[src/rtl/spifl_pkg.sv]
package spifl_pkg;
  localparam logic [7:0] OP_WRSR = 8'h01;
  localparam logic [7:0] OP_READ = 8'h03;
  localparam logic [7:0] OP_WRDI = 8'h04;
  localparam logic [7:0] OP_RDSR = 8'h05;
  localparam logic [7:0] OP_WREN = 8'h06;
  localparam logic [7:0] OP_FAST = 8'h0B;
  localparam logic [7:0] OP_REMS = 8'h90;
  localparam logic [7:0] OP_RDID = 8'h9F;
  localparam logic [7:0] OP_RES  = 8'hAB;
  localparam logic [7:0] OP_DPD  = 8'hB9;

  typedef enum logic [3:0] {
    PH_OPC,    // waiting for opcode
    PH_ADDR,   // three address bytes
    PH_DUMMY,  // one dummy byte
    PH_MEM,    // streaming array data
    PH_PRE,    // don't-care / selector bytes
    PH_ID,     // three-byte identification cycle
    PH_PAIR,   // alternating two-byte ID
    PH_REPEAT, // same byte every time
    PH_WRSR,   // status value byte
    PH_SKIP    // ignore until chip select rises
  } phase_t;
endpackage

[src/rtl/spifl_rx.sv]
module spifl_rx (
  input  logic       clk,
  input  logic       rst,
  input  logic       sclk,
  input  logic       csn,
  input  logic       si,
  output logic       cs_act,
  output logic       sclk_fall,
  output logic       byte_done,
  output logic [7:0] byte_val
);
  logic sck1, sck2, sck3, cs1, cs2, si1, si2;
  logic [6:0] sh_q;
  logic [2:0] bcnt_q;
  logic rise;

  always_ff @(posedge clk) begin
    if (rst) begin
      sck1 <= 1'b0; sck2 <= 1'b0; sck3 <= 1'b0;
      cs1  <= 1'b1; cs2  <= 1'b1;
      si1  <= 1'b0; si2  <= 1'b0;
    end else begin
      sck1 <= sclk; sck2 <= sck1; sck3 <= sck2;
      cs1  <= csn;  cs2  <= cs1;
      si1  <= si;   si2  <= si1;
    end
  end

  assign cs_act    = ~cs2;
  assign rise      = sck2 & ~sck3;
  assign sclk_fall = cs_act & ~sck2 & sck3;

  always_ff @(posedge clk) begin
    if (rst || !cs_act) begin
      sh_q   <= '0;
      bcnt_q <= '0;
    end else if (rise) begin
      sh_q   <= {sh_q[5:0], si2};
      bcnt_q <= bcnt_q + 3'd1;
    end
  end

  assign byte_done = cs_act & rise & (bcnt_q == 3'd7);
  assign byte_val  = {sh_q, si2};
endmodule

[src/rtl/spifl_tx.sv]
module spifl_tx (
  input  logic       clk,
  input  logic       rst,
  input  logic       cs_act,
  input  logic       sclk_fall,
  input  logic       load,
  input  logic [7:0] load_byte,
  output logic       so,
  output logic       so_oe
);
  logic [7:0] sh_q;
  logic [2:0] cnt_q;
  logic       valid_q;

  always_ff @(posedge clk) begin
    if (rst) begin
      so <= 1'b0;
    end else if (cs_act && sclk_fall && valid_q) begin
      so <= sh_q[7];
    end
  end

  always_ff @(posedge clk) begin
    if (rst || !cs_act) begin
      sh_q    <= '0;
      cnt_q   <= '0;
      valid_q <= 1'b0;
      so_oe   <= 1'b0;
    end else begin
      if (sclk_fall) begin
        if (valid_q) begin
          sh_q  <= {sh_q[6:0], 1'b0};
          cnt_q <= cnt_q + 3'd1;
          so_oe <= 1'b1;
          if (cnt_q == 3'd7) valid_q <= 1'b0;
        end else begin
          so_oe <= 1'b0;
        end
      end
      if (load) begin
        sh_q    <= load_byte;
        cnt_q   <= '0;
        valid_q <= 1'b1;
      end
    end
  end
endmodule

[src/rtl/spifl_ram.sv]
module spifl_ram #(
  parameter int AW = 8,
  parameter int DW = 8
) (
  input  logic          clk,
  input  logic          we,
  input  logic [AW-1:0] waddr,
  input  logic [DW-1:0] wdata,
  input  logic [AW-1:0] raddr,
  output logic [DW-1:0] rdata
);
  localparam int DEPTH = 1 << AW;
  logic [DW-1:0] mem [DEPTH];

  always_ff @(posedge clk) begin
    if (we) mem[waddr] <= wdata;
    rdata <= mem[raddr];
  end
endmodule

[src/rtl/spifl_top.sv]
module spifl_top
  import spifl_pkg::*;
#(
  parameter int         ADDR_W  = 8,
  parameter logic [7:0] MFR_ID  = 8'h3E,
  parameter logic [7:0] TYPE_ID = 8'h71,
  parameter logic [7:0] CAP_ID  = 8'h15,
  parameter logic [7:0] ELEC_ID = 8'h14
) (
  input  logic              clk,
  input  logic              rst,
  input  logic              spi_csn,
  input  logic              spi_sclk,
  input  logic              spi_si,
  output logic              spi_so,
  output logic              spi_so_oe,
  input  logic              pl_we,
  input  logic [ADDR_W-1:0] pl_addr,
  input  logic [7:0]        pl_data
);
  localparam logic [ADDR_W-1:0] ADDR_ONE = ADDR_W'(1);

  logic              cs_act, sclk_fall, byte_done;
  logic [7:0]        byte_val, mem_q, fix_q;
  phase_t            phase_q;
  logic [7:0]        cmd_q;
  logic [1:0]        cnt_q, id_sel_q;
  logic [ADDR_W-1:0] addr_q;
  logic              wel_q, pd_q, tog_q;
  logic [5:0]        sr_hi_q;
  logic              ld_req_q, ld_d1_q, ld_mem_q;
  logic [7:0]        status_b;

  assign status_b = {sr_hi_q, wel_q, 1'b0};

  spifl_rx u_rx (
    .clk(clk), .rst(rst), .sclk(spi_sclk), .csn(spi_csn), .si(spi_si),
    .cs_act(cs_act), .sclk_fall(sclk_fall),
    .byte_done(byte_done), .byte_val(byte_val)
  );

  spifl_ram #(.AW(ADDR_W), .DW(8)) u_ram (
    .clk(clk), .we(pl_we), .waddr(pl_addr), .wdata(pl_data),
    .raddr(addr_q), .rdata(mem_q)
  );

  spifl_tx u_tx (
    .clk(clk), .rst(rst), .cs_act(cs_act), .sclk_fall(sclk_fall),
    .load(ld_d1_q), .load_byte(ld_mem_q ? mem_q : fix_q),
    .so(spi_so), .so_oe(spi_so_oe)
  );

  // persistent state: survives chip select
  always_ff @(posedge clk) begin
    if (rst) begin
      wel_q   <= 1'b0;
      pd_q    <= 1'b0;
      sr_hi_q <= '0;
    end else if (byte_done) begin
      if (phase_q == PH_OPC) begin
        if (!pd_q) begin
          if (byte_val == OP_WREN) wel_q <= 1'b1;
          if (byte_val == OP_WRDI) wel_q <= 1'b0;
          if (byte_val == OP_DPD)  pd_q  <= 1'b1;
        end
        if (byte_val == OP_RES) pd_q <= 1'b0;
      end else if (phase_q == PH_WRSR && wel_q) begin
        sr_hi_q <= byte_val[7:2];
        wel_q   <= 1'b0;
      end
    end
  end

  // per-command sequencing
  always_ff @(posedge clk) begin
    if (rst || !cs_act) begin
      phase_q  <= PH_OPC;
      cmd_q    <= '0;
      cnt_q    <= '0;
      id_sel_q <= '0;
      tog_q    <= 1'b0;
      addr_q   <= '0;
      fix_q    <= '0;
      ld_req_q <= 1'b0;
      ld_d1_q  <= 1'b0;
      ld_mem_q <= 1'b0;
    end else begin
      ld_d1_q  <= ld_req_q;
      ld_req_q <= 1'b0;
      if (byte_done) begin
        case (phase_q)
          PH_OPC: begin
            cmd_q <= byte_val;
            cnt_q <= '0;
            if (pd_q && byte_val != OP_RES) begin
              phase_q <= PH_SKIP;
            end else begin
              case (byte_val)
                OP_READ, OP_FAST: phase_q <= PH_ADDR;
                OP_RDSR: begin
                  phase_q  <= PH_REPEAT;
                  fix_q    <= status_b;
                  ld_mem_q <= 1'b0;
                  ld_req_q <= 1'b1;
                end
                OP_WRSR: phase_q <= PH_WRSR;
                OP_RDID: begin
                  phase_q  <= PH_ID;
                  fix_q    <= MFR_ID;
                  id_sel_q <= 2'd1;
                  ld_mem_q <= 1'b0;
                  ld_req_q <= 1'b1;
                end
                OP_REMS, OP_RES: phase_q <= PH_PRE;
                default: phase_q <= PH_SKIP;
              endcase
            end
          end
          PH_ADDR: begin
            addr_q <= ADDR_W'({addr_q, byte_val});
            cnt_q  <= cnt_q + 2'd1;
            if (cnt_q == 2'd2) begin
              if (cmd_q == OP_FAST) begin
                phase_q <= PH_DUMMY;
              end else begin
                phase_q  <= PH_MEM;
                ld_mem_q <= 1'b1;
                ld_req_q <= 1'b1;
              end
            end
          end
          PH_DUMMY: begin
            phase_q  <= PH_MEM;
            ld_mem_q <= 1'b1;
            ld_req_q <= 1'b1;
          end
          PH_MEM: begin
            addr_q   <= addr_q + ADDR_ONE;
            ld_req_q <= 1'b1;
          end
          PH_PRE: begin
            cnt_q <= cnt_q + 2'd1;
            if (cnt_q == 2'd2) begin
              ld_mem_q <= 1'b0;
              ld_req_q <= 1'b1;
              if (cmd_q == OP_REMS) begin
                phase_q <= PH_PAIR;
                tog_q   <= byte_val[0];
                fix_q   <= byte_val[0] ? ELEC_ID : MFR_ID;
              end else begin
                phase_q <= PH_REPEAT;
                fix_q   <= ELEC_ID;
              end
            end
          end
          PH_ID: begin
            ld_req_q <= 1'b1;
            case (id_sel_q)
              2'd1:    begin fix_q <= TYPE_ID; id_sel_q <= 2'd2; end
              2'd2:    begin fix_q <= CAP_ID;  id_sel_q <= 2'd0; end
              default: begin fix_q <= MFR_ID;  id_sel_q <= 2'd1; end
            endcase
          end
          PH_PAIR: begin
            ld_req_q <= 1'b1;
            tog_q    <= ~tog_q;
            fix_q    <= tog_q ? MFR_ID : ELEC_ID;
          end
          PH_REPEAT: ld_req_q <= 1'b1;
          PH_WRSR:   phase_q  <= PH_SKIP;
          default:   ;
        endcase
      end
    end
  end
endmodule

[config.mk]
export PLATFORM = sky130hd
export DESIGN_NAME = spifl_top
export DESIGN_NICKNAME = d
export VERILOG_FILES = /design/src/rtl/spifl_pkg.sv /design/src/rtl/spifl_rx.sv /design/src/rtl/spifl_tx.sv /design/src/rtl/spifl_ram.sv /design/src/rtl/spifl_top.sv
export SDC_FILE = /design/constraint.sdc
export NUM_CORES = 2
export LEC_CHECK = 0
export ABC_AREA = 1
export BUFFER_PORTS_ARGS = -buffer_cell sky130_fd_sc_hd__buf_2
export CAP_MARGIN = 40
export CORE_UTILIZATION = 45
export DETAILED_ROUTE_END_ITERATION = 6
export PLACE_DENSITY = 0.69
export SYNTH_ARGS = -nofsm -noshare
export SYNTH_HDL_FRONTEND = slang
export SYNTH_SLANG_ARGS = --single-unit
[constraint.sdc]
create_clock -name clk -period 2 [get_ports clk]
set_input_delay 0.3 -clock clk [delete_from_list [all_inputs] [get_ports clk]]
set_output_delay 0.3 -clock clk [all_outputs]
set_load 0.05 [all_outputs]
-- Word level (Yosys, flattened, before mapping)
Memories as Yosys holds them, arrays and structs flattened. A register that Yosys moved wholly into a read port is not among the register bits.
Index checks and enable logic that the tools add are counted.
- add/sub/neg operators: 4
- multiply operators: 0
- div/mod/pow operators: 0
- order comparisons: 0
- equal/unequal tests: 36
- shifts and indexed selects: 0
- muxes and demuxes: 55
- bitwise gates (word level): 11
- reduce and logical (&&, ||, !) cells: 35
- operators with widths (operator ; number):
    2-to-1 mux 8 bit ; 6
    equality test 8 bit, second input constant ; 5
    one-hot mux 4 bit (5 select lines) ; 2
    one-hot mux 8 bit (2 select lines) ; 2
    one-hot mux 8 bit (4 select lines) ; 1
    2-to-1 mux 1 bit ; 29
    equality test 8 x 3 -> 1 bit, second input constant ; 3
    2-to-1 mux 6 bit ; 3
    equality test 4 x 3 -> 1 bit, second input constant ; 4
    equality test 8 x 4 -> 1 bit, second input constant ; 2
    AND reduction 4 bit ; 4
    inequality test 2 bit, second input constant ; 7
    one-hot mux 7 bit (2 select lines) ; 1
    nonzero test 2 bit ; 7
    2-to-1 mux 4 bit ; 3
    one-hot mux 2 bit (2 select lines) ; 3
    OR reduction 2 bit ; 6
    AND reduction 2 bit ; 5
    adder 8 x 1 -> 8 bit, second input constant ; 1
    equality test 4 x 2 -> 1 bit, second input constant ; 2
    equality test 8 x 1 -> 1 bit, second input constant ; 1
    equality test 8 x 2 -> 1 bit, second input constant ; 1
    inequality test 8 bit, second input constant ; 1
    one-hot mux 1 bit (4 select lines) ; 2
    22 further kinds ; 40
- flip-flop bits (word level): 75
- bits in latches: 0
- memory bits (writable): 2048
- bits in read-only memories: 0
- input bits: 22
- output and inout bits: 2
- logic and storage cells: 169
- memories: 1
- memories (memory ; depth ; bits a word ; rd ports ; clocked after memory_dff ; wr ports ; line ; text):
    u_ram.mem ; 256 ; 8 ; 1 ; 1 ; 1 ; spifl_ram.sv:13 ; logic [DW-1:0] mem [DEPTH];

-- Depth between registers and ports, before layout
- depth in word-level cells: 6
- gate-level depth with buffers: 18
- mapped depth without buffers: 15

-- By module
From an unflattened synthesis, not the netlist that was laid out.
- cell total of the unflattened synthesis: 7603
- area total of the unflattened synthesis: 87502.7 um^2
- by module, submodules not included (module ; times used ; cells an instance ; area an instance (um^2) ; sequential area each (um^2)):
    spifl_ram ; 1 ; 7003 ; 83396.2 ; 61659.1
    spifl_top ; 1 ; 416 ; 2646.3 ; 880.8
    spifl_tx ; 1 ; 92 ; 765.7 ; 280.3
    spifl_rx ; 1 ; 92 ; 694.4 ; 340.3

-- Worst setup path after synthesis
No wires, ideal clock.
- path type: input to register
- start point: input pl_we
- end point: memory u_ram.mem[197][0] (enable)
- library setup time: 0.370 ns
- data arrival time: 1.413 ns
- required time: 1.630 ns
- setup slack: 0.217 ns
- stages on the path: 4
- path buffers: 2
- cells stage by stage: clkbuf_1 > nand3_1 > clkbuf_1 > nor2_1
- longest elaborated chain between the ends: 2
- RTL lines (element ; line ; text):
    start, declared ; spifl_top.sv:17 ; input logic pl_we,
    2-to-1 mux 1 bit ; spifl_ram.sv:16 ; if (we) mem[waddr] <= wdata;
    2-to-1 mux 1 bit (not written as such) ; spifl_ram.sv:16 ;
    end, declared ; spifl_ram.sv:13 ;
Every way passes these cells.

==> flow_metrics.py <==
metrics = {
    "global_route": {
        "grt_pass1_vias": 62300,
        "overflow": 0,
        "antenna_found_initial": 9,
        "grt_max_degree": 75,
        "track_usage_pct": 25.9,
        "grt_pass1_wl_um": 388000,
    },
    "drt": {
        "drt-total-wl_um": 263000,
        "num_vias": 65300,
        "vias_per_cell": 5.55,
        "route.antenna.remaining_nets": 0,
        "drtIter0Drc": 9419,
        "dr.pass1.iters": 6,
        "wire_per_inst_um": 22.4,
        "drc_errors": 0,
    },
    "synthesis": {
        "synth_edf_count": 2048,
        "synth_area_leader_cell": "edfxtp_1",
        "synth_area_leaders": "edfxtp_1 (69%), nand2_1 (8.6%), nor2_1 (5.9%)",
        "async_reset_ff_share_pct": 0,
        "synth_nets": 8289,
        "ys_seq_area_share_pct": 70.7,
        "ys_types": 44,
        "synth.avg_cell_area_um2": 10.8,
        "ys_ff_latch": 2131,
        "synth_top_area_share_pct": 68.8,
        "synth_cells": 8258,
        "synthFlopType": "edfxtp_1",
        "yosysWarningCount": 0,
        "syn-cell-area_um2": 89400,
    },
    "sta": {
        "setup_viol": 9,
        "final.setup.tns_ns": -2.96,
        "clock_skew_ns": 0.0435,
        "slew_headroom_pct": 48.4,
        "fmax_ghz": 0.410,
        "period_minus_slack_ns": 2.44,
        "setup_ws_ns": -0.439,
        "slew_viol_final": 0,
        "rsz0062_at_grt": "yes",
        "fin_crit_sh_pct": 122,
        "worst_pin_slew_ns": 0.774,
        "hold_violations": 0,
    },
    "min_path": {
        "min_path_type": "input port to register",
        "min_delay_path_depth": 5,
        "holdPathEnd": "u_ram.mem[167][0]",
        "hp-start": "pl_addr[0]",
    },
    "placement": {
        "post_dp_cell_area_um2": 98900,
        "pre_cts_slack_ns": -0.983,
        "place_congestion": 0.935,
        "post-place-cells": 11300,
        "dp_hpwl_um": 164000,
        "port-buffer-count": 23,
    },
    "floorplanning": {
        "initial_utilization_pct": 45.3,
        "fp-row-count": 163,
        "core_um2": 197000,
        "die_h_um": 448,
        "die_area_um2": 200000,
        "die_w_um": 448,
        "io_pins": 24,
    },
    "power_and_ir_drop": {
        "vdd_drop_max_mv": 0.937,
        "total_power_mw": 88.8,
        "power_leakage_nw": 40.8,
        "cellPowerDensity_nw_per_um2": 827,
    },
    "clock_tree": {
        "cts_made_buffers": 209,
        "h-tree-depth": 4,
        "clock_sinks": 2131,
        "cts-root-buf": "clkbuf_16",
        "cts_tree": "yes",
        "cts.path.max_buffers": 3,
        "worstSkewPairLatency_ns": 0.87,
        "clkTransAtPathRegs_ns": 0.06,
    },
    "final_layout": {
        "drive_above_1_share_pct": 15.1,
        "most-common-layout-cells": "edfxtp_1 (2048), nand2_1 (2021), nor2_1 (1376)",
        "final_common_cell": "edfxtp_1",
        "final_cell_area_um2": 107000,
        "fin_cells": 11800,
        "nets": 8988,
        "syn_to_final_growth_pct": 20.1,
    },
    "critical_path": {
        "arrival_ns": 3.23,
        "r2r_cells": 15,
        "critPathLaunch": "addr_q[0]",
        "timing.rr.end": "u_ram.rdata[0]",
        "r2r_slack_ns": -0.44,
        "worst-endpoint-required_ns": 2.79,
        "cp_num_cells": 15,
        "worst-path-buf-inv": 5,
        "r2r_start": "addr_q[0]",
        "path_cells": "buf_12 > buf_12 > buf_16 > buf_12 > nor2_1 > nor2_1 > o21ai_0 > a21oi_1 > nor2_1 > buf_4 > nand2_1 > nand3_2 > nand2_1 > nand3_2 > nand2_1",
        "slowest_stage": "dfxtp_4",
        "slowest_delay_ns": 0.47,
        "cp_max_fo": 11,
        "endpoint_kind": "register",
        "crit_family": "simple AND/OR/NAND/NOR gates",
        "critPathKind": "register to register",
        "startpoint_type": "register",
    },
    "run_status": {
        "status": "finished, violations left",
        "violations": "negative setup slack",
    },
    "flow_run": {
        "cap_violations": 0,
    },
}
==> state kept, by name, summed over array words and instances (netlist names), 2 cells and up <==
signal       cells
addr_q           8
cmd_q            8
cnt_q            2
fix_q            8
id_sel_q         2
phase_q          4
sr_hi_q          6
u_ram.mem     2048
u_ram.rdata      8
u_rx.bcnt_q      3
u_rx.sh_q        7
u_tx.cnt_q       3
u_tx.sh_q        8
==> cell usage after synthesis (2+ instances only) <==
library cell  instances
nand2_1            2053
edfxtp_1           2048
nor2_1             1403
o21ai_0             623
nand3_1             595
inv_1               550
clkbuf_1            173
a21oi_1             151
buf_2               141
o211ai_1            109
dfxtp_1              83
buf_4                70
o21ai_1              70
buf_1                68
buf_6                24
a31oi_1              14
nor3_1               12
ha_1                  9
or2_2                 8
a21oi_2               7
or2_1                 6
clkinv_1              5
nand4_1               5
a211oi_1              2
a311oi_1              2
buf_12                2
nand3b_1              2
nor2_2                2
nor2_4                2
o211a_1               2
o22ai_1               2
o31ai_1               2
xor2_1                2
==> worst max-delay path by stage <==
| stage | slack [ns] | to |
|---|---|---|
| 2_1_floorplan | 0.22 | u_ram.mem[197][0] |
| 3_3_place_gp | -0.91 | u_ram.rdata[4] |
| 4_1_cts | -0.32 | u_ram.rdata[0] |
| 6_report | -0.44 | u_ram.rdata[0] |
| 5_1_grt | -0.53 | u_ram.rdata[0] |
| 3_5_place_dp | -0.98 | u_ram.rdata[4] |
==> layer usage <==
metal	vias up	share of wire [%]	GRT usage, %
met1	31500	39	35.2
met2	3885	46	40.8
met5	-	0.0080	0
met3	533	11	5.21
li1	29400	-	-
met4	4	3.4	9.90
==> cells by family (layout without fill, tap and decap cells) <==
kind of cell	count (synthesis)	count (layout)	synth area share [%]
AO/OA/AOI/OAI	990	990	5.96
XOR/XNOR	2	2	0.0196
adder cells (fa/ha/maj)	9	9	0.126
buffers and inverters	1035	1904	5.09
flip-flops	2131	2131	70.7
other	0	11	0
AND/OR/NAND/NOR	4091	4091	18.1
==> stage by stage <==
| stage | hold slack (ns) | utilization, % |
|---|---|---|
| after floorplan | 0.388 | - |
| after global placement | 0.395 | 50.1 |
| after detailed placement | 0.405 | 50.1 |
| after CTS | 0.173 | 54.2 |
| after global routing | 0.228 | 54.4 |
| final | 0.231 | 54.4 |
==> timing repair <==
| item | in CTS | in global routing |
|---|---|---|
| gates cloned | 15 | 5 |
| resized for setup | 165 | 65 |
| hold buffers | 15 | 0 |
| hold endpoints to repair | 232 | 0 |
| endpoints found under the setup margin | 16 | 41 |
| pin swaps | 25 | 11 |
| setup buffers | 23 | 9 |
==> worst register-to-register path, delay by kind of cell, from the launching register on <==
family / cells / cell delay [ns]
buffers and inverters: 5 / 0.78
flip-flops: 1 / 0.47
AO/OA/AOI/OAI: 2 / 0.35
AND/OR/NAND/NOR: 8 / 0.79
==> final cells by class <==
type                            instances  area, um2
Fill cell                           16100      89900
Sequential cell                      2131      63200
Multi-Input combinational cell       5092      22200
Timing Repair Buffer                  967       9860
Clock buffer                          268       5450
Tap cell                             2640       3300
Inverter                              556       2130
Clock inverter                        113       1180
Antenna cell                           11       27.5
==> report_power, final <==
group | total, mW | internal (mW) | switching [mW]
combinational | 1.53 | 0.322 | 1.21
sequential | 49.0 | 48.9 | 0.0276
clock | 38.3 | 21.1 | 17.2
total | 88.8 | 70.3 | 18.4
Power figures use the tool's default switching activity.
